### config.mk
export PLATFORM = sky130hd
export DESIGN_NAME = dirfifo_top
export DESIGN_NICKNAME = d
export VERILOG_FILES = /design/src/rtl/dirfifo_pkg.sv /design/src/rtl/dirfifo_ctrl.sv /design/src/rtl/dirfifo_store.sv /design/src/rtl/dirfifo_flags.sv /design/src/rtl/dirfifo_top.sv
export SDC_FILE = /design/constraint.sdc
export NUM_CORES = 2
export LEC_CHECK = 0
export BUFFER_PORTS_ARGS = -buffer_cell sky130_fd_sc_hd__buf_2
export CAP_MARGIN = 20
export CELL_PAD_IN_SITES_DETAIL_PLACEMENT = 1
export CELL_PAD_IN_SITES_GLOBAL_PLACEMENT = 2
export CORE_UTILIZATION = 51
export DETAILED_ROUTE_END_ITERATION = 6
export PLACE_DENSITY = 0.81
export SLEW_MARGIN = 20
export SYNTH_ARGS = -nofsm -noshare
export SYNTH_HDL_FRONTEND = slang
export SYNTH_HIERARCHICAL = 1
export SYNTH_SLANG_ARGS = --single-unit
### constraint.sdc
create_clock -name clk -period 3.5 [get_ports clk]
set_input_delay 0.175 -clock clk [delete_from_list [all_inputs] [get_ports clk]]
set_output_delay 0.175 -clock clk [all_outputs]
set_load 0.01 [all_outputs]
### src/rtl/dirfifo_pkg.sv
package dirfifo_pkg;

    typedef enum logic [1:0] {
        OCC_EMPTY = 2'd0,
        OCC_PART  = 2'd1,
        OCC_FULL  = 2'd2
    } occ_state_t;

endpackage

### src/rtl/dirfifo_ctrl.sv
module dirfifo_ctrl
    import dirfifo_pkg::*;
#(
    parameter int DEPTH = 256,
    localparam int AW = $clog2(DEPTH),
    localparam int CW = $clog2(DEPTH + 1)
) (
    input  logic          clk,
    input  logic          rst_n,
    input  logic          wr_sel,
    output logic          wr_en,
    output logic          rd_en,
    output logic [AW-1:0] wr_ptr,
    output logic [AW-1:0] rd_ptr,
    output logic [CW-1:0] count
);

    localparam logic [CW-1:0] CNT_FULL = CW'(DEPTH);
    localparam logic [CW-1:0] CNT_LAST = CW'(DEPTH - 1);
    localparam logic [CW-1:0] CNT_ONE  = CW'(1);

    occ_state_t state, state_nxt;

    // state and datapath registers
    always_ff @(posedge clk or negedge rst_n) begin
        if (!rst_n) begin
            state  <= OCC_EMPTY;
            wr_ptr <= '0;
            rd_ptr <= '0;
            count  <= '0;
        end else begin
            state <= state_nxt;
            if (wr_en) begin
                wr_ptr <= wr_ptr + 1'b1;
                count  <= count + 1'b1;
            end else if (rd_en) begin
                rd_ptr <= rd_ptr + 1'b1;
                count  <= count - 1'b1;
            end
        end
    end

    // transitions: first-write, last-read, filling-write, first-read
    always_comb begin
        state_nxt = state;
        unique case (state)
            OCC_EMPTY: if (wr_sel) state_nxt = OCC_PART;
            OCC_PART: begin
                if (wr_sel && count == CNT_LAST)      state_nxt = OCC_FULL;
                else if (!wr_sel && count == CNT_ONE) state_nxt = OCC_EMPTY;
            end
            OCC_FULL:  if (!wr_sel) state_nxt = OCC_PART;
            default:   state_nxt = OCC_EMPTY;
        endcase
    end

    // operation enables
    always_comb begin
        wr_en = 1'b0;
        rd_en = 1'b0;
        unique case (state)
            OCC_EMPTY: wr_en = wr_sel;
            OCC_PART: begin
                wr_en = wr_sel;
                rd_en = !wr_sel;
            end
            OCC_FULL:  rd_en = !wr_sel;
            default: ;
        endcase
    end

    a_r1_count_up: assert property (@(posedge clk) disable iff (!rst_n)
        (wr_sel && count != CNT_FULL) |=> (count == $past(count) + 1'b1));

    a_r2_count_down: assert property (@(posedge clk) disable iff (!rst_n)
        (!wr_sel && count != '0) |=> (count == $past(count) - 1'b1));

    a_r3_no_overflow: assert property (@(posedge clk) disable iff (!rst_n)
        (wr_sel && count == CNT_FULL) |=> (count == CNT_FULL && $stable(wr_ptr)));

    a_r4_no_underflow: assert property (@(posedge clk) disable iff (!rst_n)
        (!wr_sel && count == '0) |=> (count == '0 && $stable(rd_ptr)));

    a_r11_empty_track: assert property (@(posedge clk) disable iff (!rst_n)
        (state == OCC_EMPTY) == (count == '0));

    a_r11_full_track: assert property (@(posedge clk) disable iff (!rst_n)
        (state == OCC_FULL) == (count == CNT_FULL));

    a_r11_one_op: assert property (@(posedge clk) disable iff (!rst_n)
        !(wr_en && rd_en));

endmodule

### src/rtl/dirfifo_store.sv
module dirfifo_store #(
    parameter int DATA_W = 8,
    parameter int DEPTH  = 256,
    localparam int AW = $clog2(DEPTH)
) (
    input  logic              clk,
    input  logic              rst_n,
    input  logic              wr_en,
    input  logic              rd_en,
    input  logic [AW-1:0]     wr_ptr,
    input  logic [AW-1:0]     rd_ptr,
    input  logic [DATA_W-1:0] din,
    output logic [DATA_W-1:0] dout
);

    logic [DATA_W-1:0] mem [DEPTH];

    always_ff @(posedge clk) begin
        if (wr_en) mem[wr_ptr] <= din;
    end

    always_ff @(posedge clk or negedge rst_n) begin
        if (!rst_n)     dout <= '0;
        else if (rd_en) dout <= mem[rd_ptr];
    end

    a_r4_dout_hold: assert property (@(posedge clk) disable iff (!rst_n)
        !rd_en |=> $stable(dout));

endmodule

### src/rtl/dirfifo_flags.sv
module dirfifo_flags #(
    parameter int DEPTH    = 256,
    parameter int AF_LEVEL = 248,
    parameter int AE_LEVEL = 8,
    localparam int CW = $clog2(DEPTH + 1)
) (
    input  logic          clk,
    input  logic          rst_n,
    input  logic [CW-1:0] count,
    output logic          empty,
    output logic          full,
    output logic          almost_full,
    output logic          almost_empty
);

    always_comb begin
        empty        = (count == '0);
        full         = (count == CW'(DEPTH));
        almost_full  = (count >= CW'(AF_LEVEL));
        almost_empty = (count <= CW'(AE_LEVEL));
    end

    a_r6_not_both: assert property (@(posedge clk) disable iff (!rst_n)
        !(empty && full));

    a_r7_full_implies_af: assert property (@(posedge clk) disable iff (!rst_n)
        full |-> almost_full);

    a_r8_empty_implies_ae: assert property (@(posedge clk) disable iff (!rst_n)
        empty |-> almost_empty);

endmodule

### src/rtl/dirfifo_top.sv
module dirfifo_top #(
    parameter int DATA_W   = 8,
    parameter int DEPTH    = 256,
    parameter int AF_LEVEL = 248,
    parameter int AE_LEVEL = 8
) (
    input  logic              clk,
    input  logic              rst_n,
    input  logic              wr_sel,
    input  logic [DATA_W-1:0] din,
    output logic [DATA_W-1:0] dout,
    output logic              empty,
    output logic              full,
    output logic              almost_full,
    output logic              almost_empty
);

    localparam int AW = $clog2(DEPTH);
    localparam int CW = $clog2(DEPTH + 1);

    logic          wr_en, rd_en;
    logic [AW-1:0] wr_ptr, rd_ptr;
    logic [CW-1:0] count;

    dirfifo_ctrl #(.DEPTH(DEPTH)) u_ctrl (
        .clk    (clk),
        .rst_n  (rst_n),
        .wr_sel (wr_sel),
        .wr_en  (wr_en),
        .rd_en  (rd_en),
        .wr_ptr (wr_ptr),
        .rd_ptr (rd_ptr),
        .count  (count)
    );

    dirfifo_store #(.DATA_W(DATA_W), .DEPTH(DEPTH)) u_store (
        .clk    (clk),
        .rst_n  (rst_n),
        .wr_en  (wr_en),
        .rd_en  (rd_en),
        .wr_ptr (wr_ptr),
        .rd_ptr (rd_ptr),
        .din    (din),
        .dout   (dout)
    );

    dirfifo_flags #(.DEPTH(DEPTH), .AF_LEVEL(AF_LEVEL), .AE_LEVEL(AE_LEVEL)) u_flags (
        .clk          (clk),
        .rst_n        (rst_n),
        .count        (count),
        .empty        (empty),
        .full         (full),
        .almost_full  (almost_full),
        .almost_empty (almost_empty)
    );

    a_r10_ptr_gap: assert property (@(posedge clk) disable iff (!rst_n)
        (wr_ptr - rd_ptr) == count[AW-1:0]);

endmodule

==> out/results.txt <==
The flow ran to the end, and the final reports show no timing, DRC or antenna violations. The critical path in this run is classified as flop to flop. During I/O placement, the number of pins put on the boundary was 23. The area of the die was 161200 µm²; the largest clock skew in the final design was 0.04989 ns. The final count of hold timing violations was 0; the routed wire length per instance was 35.76 µm.

VDD sags by at most 0.6374 mV. The number of nets at the end of the flow is 4376, and the final weighted congestion in routability-driven placement is 0.8919. The first global-routing pass estimated 335900 µm of wire.

The worst pin sits at a relative slew slack of 24.33%. Number of unique standard cell types used by synthesis: 80. The tools report the kind of end point of the critical path as a flop.

In this run the cell area of the synthesized design comes to 81410 µm². After synthesis, the cell types taking the most area are sky130_fd_sc_hd__edfxtp_1, sky130_fd_sc_hd__mux4_2, sky130_fd_sc_hd__mux2i_1, sky130_fd_sc_hd__nor2_1, sky130_fd_sc_hd__dfrtp_1. The H-tree was split into 4 levels. Once detail routing completed, the nets flagged for antenna violations numbered 0. The initial antenna violation count was 7. The largest total area in the synthesized netlist belongs to sky130_fd_sc_hd__edfxtp_1. The tools report the worst-skew pair later-pin latency as 0.87 ns. Synthesis produced a netlist whose cell count is 3949.

STA puts the critical path data required time at 4.28 ns. The count of buffers added on input and output ports is 22. Buffers inserted during clock tree synthesis total 205. After floorplanning, the core was divided into 146 placement rows. The number of flops mapped to enable cells by yosys is 2048. The synthesized netlist net count is 3970, and the number of warnings issued by yosys is 6. The path class of the tightest hold or removal check is input port to flop. Yosys instantiated no cell more often than sky130_fd_sc_hd__edfxtp_1.

Summed over all layers, the routed wires come to 236100 µm. Setup repair after global routing left no endpoint under its margin. Synthesis-to-layout area growth: 14.39%.

Across the run, the number of max-cap violations was 0. The per-cell via count in the routed design was 6.619; the maximum fanout count along the critical path was 44. The final critical path takes up 98.27% of the cycle.

The layout cell share with drive strength beyond 1 is 26.91%. The run gives -0.3533 ns as the pre-CTS setup slack. At the pin with the least slew margin, the transition time is 1.135 ns. Global routing used 29.44% of the available tracks across all layers.

Synthesis inferred 2083 register bits. For this run, the leading register cell type out of synthesis is sky130_fd_sc_hd__edfxtp_1. For the setup slack after layout, the log shows 0.06059 ns. For this design the static power due to leakage is 0.02992 µW. Instance count along the most critical hold path: 1.

For this run the aggregate overflow at the end of global routing stands at 0. For this design the ratio of total power to cell area is 758.5 nW/µm². Based on the critical path, the design can be clocked at up to 290.7 MHz. Number of sinks on the clock net: 2083. The tools report the HPWL after detailed placement as 151900 µm. Across all hold checks on the routed design, the worst slack comes to 0.01395 ns. The initial utilization of the core area, before any placement, comes to 51.40%. Counting along the longest clock path gives a buffer depth of 3. In the routed design, unresolved DRC markers number 0. From left edge to right edge, the die measures 401.5 µm. Setup violations remaining at the end of the flow were counted as 0.

The number of cells on the worst reg-to-reg path works out to 9. The number of setup buffers added after CTS was 0; the arrival time at the worst endpoint was 4.22 ns. TritonCTS built the clock tree.

The tools report the routed via count as 43700. In this run the vertical extent of the chip is 401.5 µm. The via count of the first global-routing pass is 44740, and the post-layout minimum cycle time is 3.439 ns. The tools report the cell at the root of the clock tree as sky130_fd_sc_hd__clkbuf_16. The sort of element at the start of the critical path is a flop. The logs give 131 for the largest net degree at the start of global routing and 158400 µm² for the area of the placeable core.

In the synthesized netlist, the cells that appear most often are sky130_fd_sc_hd__edfxtp_1, sky130_fd_sc_hd__mux4_2, sky130_fd_sc_hd__nor2_1. The tools report the violation count after the first detailed-route iteration as 6064. The clock-pin slew on the worst setup and hold paths was 0.06 ns.

The run gives 0 as the number of max-slew violations in the final report. The share of synthesized registers carrying an async set or reset was 1.680%. Number of iterations in the first detailed-routing pass: 7.

The average cell area after synthesis was 20.62 µm². Sequential area share after synthesis: 76.62%. After synthesis, the largest area contributor takes up 75.54% of total cell area. Cells fill 58.80% of the core in the end.
cell usage in the layout (no fill, tap or decap), drive strengths merged, types with 13 or more instances in the layout:
cell and instances:
a2111oi 13, a211oi 27, a21oi 37, a221oi 16, a22o 13, a22oi 55
buf 422, bufinv 17, clkbuf 269, clkinv 92, dfrtp 35, edfxtp 2048
inv 18, mux2 14, mux2i 174, mux4 445, nand2 88, nand3 57
nand4 27, nor2 305, nor2b 13, nor3 42, o21ai 30, o221ai 33
o22ai 77, xnor2 13
power by group:
group	internal, µW	total, µW	switching [µW]
logic	8320	20400	12100
clock network	12300	21800	9560
registers	27800	28400	662
total	48300	70600	22300
sequential cells by signal (all words and copies together) (netlist names):
register,count
u_store/mem,2048
u_ctrl/wr_ptr,8
u_store/dout,8
u_ctrl/state,2
u_ctrl/count,9
u_ctrl/rd_ptr,8
layout make-up:
class | count | area [µm²]
clock inverters | 121 | 1220
diodes | 1 | 2.502
clock buffers | 261 | 5421
fillers | 13300 | 65250
inverters | 14 | 53.80
multi-input cells | 1614 | 17510
well taps | 2072 | 2592
repair buffers | 437 | 3941
flip-flops and latches | 2083 | 62390
final timing paths:
check | from | slack [ns] | to
worst max-delay path | u_ctrl/rd_ptr[4]$_DFFE_PN0P_ | 0.06 | u_store/dout[6]$_DFFE_PN0P_
worst min-delay path | din[2] | 0.01 | u_store/mem[17][2]$_DFFE_PP_
worst max register to register | u_ctrl/rd_ptr[4]$_DFFE_PN0P_ | 0.06 | u_store/dout[6]$_DFFE_PN0P_
worst min register to register | u_ctrl/rd_ptr[7]$_DFFE_PN0P_ | 0.56 | u_ctrl/rd_ptr[7]$_DFFE_PN0P_
max in group asynchronous | rst_n | 2.56 | u_ctrl/rd_ptr[4]$_DFFE_PN0P_
min in group asynchronous | rst_n | 0.42 | u_ctrl/count[4]$_DFFE_PN0P_
worst max-delay path: stages, from the launching register on:
cell	delay (ns)
sky130_fd_sc_hd__dfrtp_4	0.62
sky130_fd_sc_hd__clkinv_2	0.11
sky130_fd_sc_hd__buf_12	0.39
sky130_fd_sc_hd__buf_4	0.31
sky130_fd_sc_hd__mux2i_1	0.15
sky130_fd_sc_hd__o311ai_0	0.79
sky130_fd_sc_hd__nor2_1	0.10
sky130_fd_sc_hd__nand2_1	0.23
sky130_fd_sc_hd__nand4_1	0.40
sky130_fd_sc_hd__nand3_1	0.22
cell families (layout without fill, tap and decap cells):
logic type | after synthesis | count (layout) | share of synthesized area (%)
compound gates | 357 | 357 | 3.128
xor+xnor | 21 | 21 | 0.2259
fa+ha+maj | 10 | 10 | 0.1537
buf+inv | 252 | 833 | 1.950
flops | 2083 | 2083 | 76.62
mux | 633 | 633 | 14.65
other cells | 0 | 1 | 0
simple gates | 593 | 593 | 3.272
routing by layer:
metal / global-route usage, % / share of wire (%) / vias up
met3: 5.381 / 9.7 / 450
met2: 46.78 / 48 / 2555
met5: 0 / 0.019 / -
met1: 41.10 / 39 / 23470
li1: - / - / 17230
met4: 10.75 / 3.8 / 6
metrics by stage:
stage / cells / power (µW) / instance area (µm²) / TNS (ns)
CTS: 6600 / 70680 / 93090 / 0
global route: 6602 / 72200 / 93130 / 0
global placement: 6212 / 48540 / 86380 / -0.1949
finish: 6603 / 70640 / 93130 / 0
floorplan: 3949 / 40920 / 81410 / 0
detailed placement: 6213 / 48890 / 86390 / -0.3533
repair_timing:
action | 4_1_cts | 5_1_grt
pin swaps | 0 | 0
setup endpoints to repair | 1 | 3
hold buffers | 5 | 2
hold endpoints to repair | 153 | 36
resized for setup | 3 | 3
Note: power is estimated with default switching activity, not from simulation.
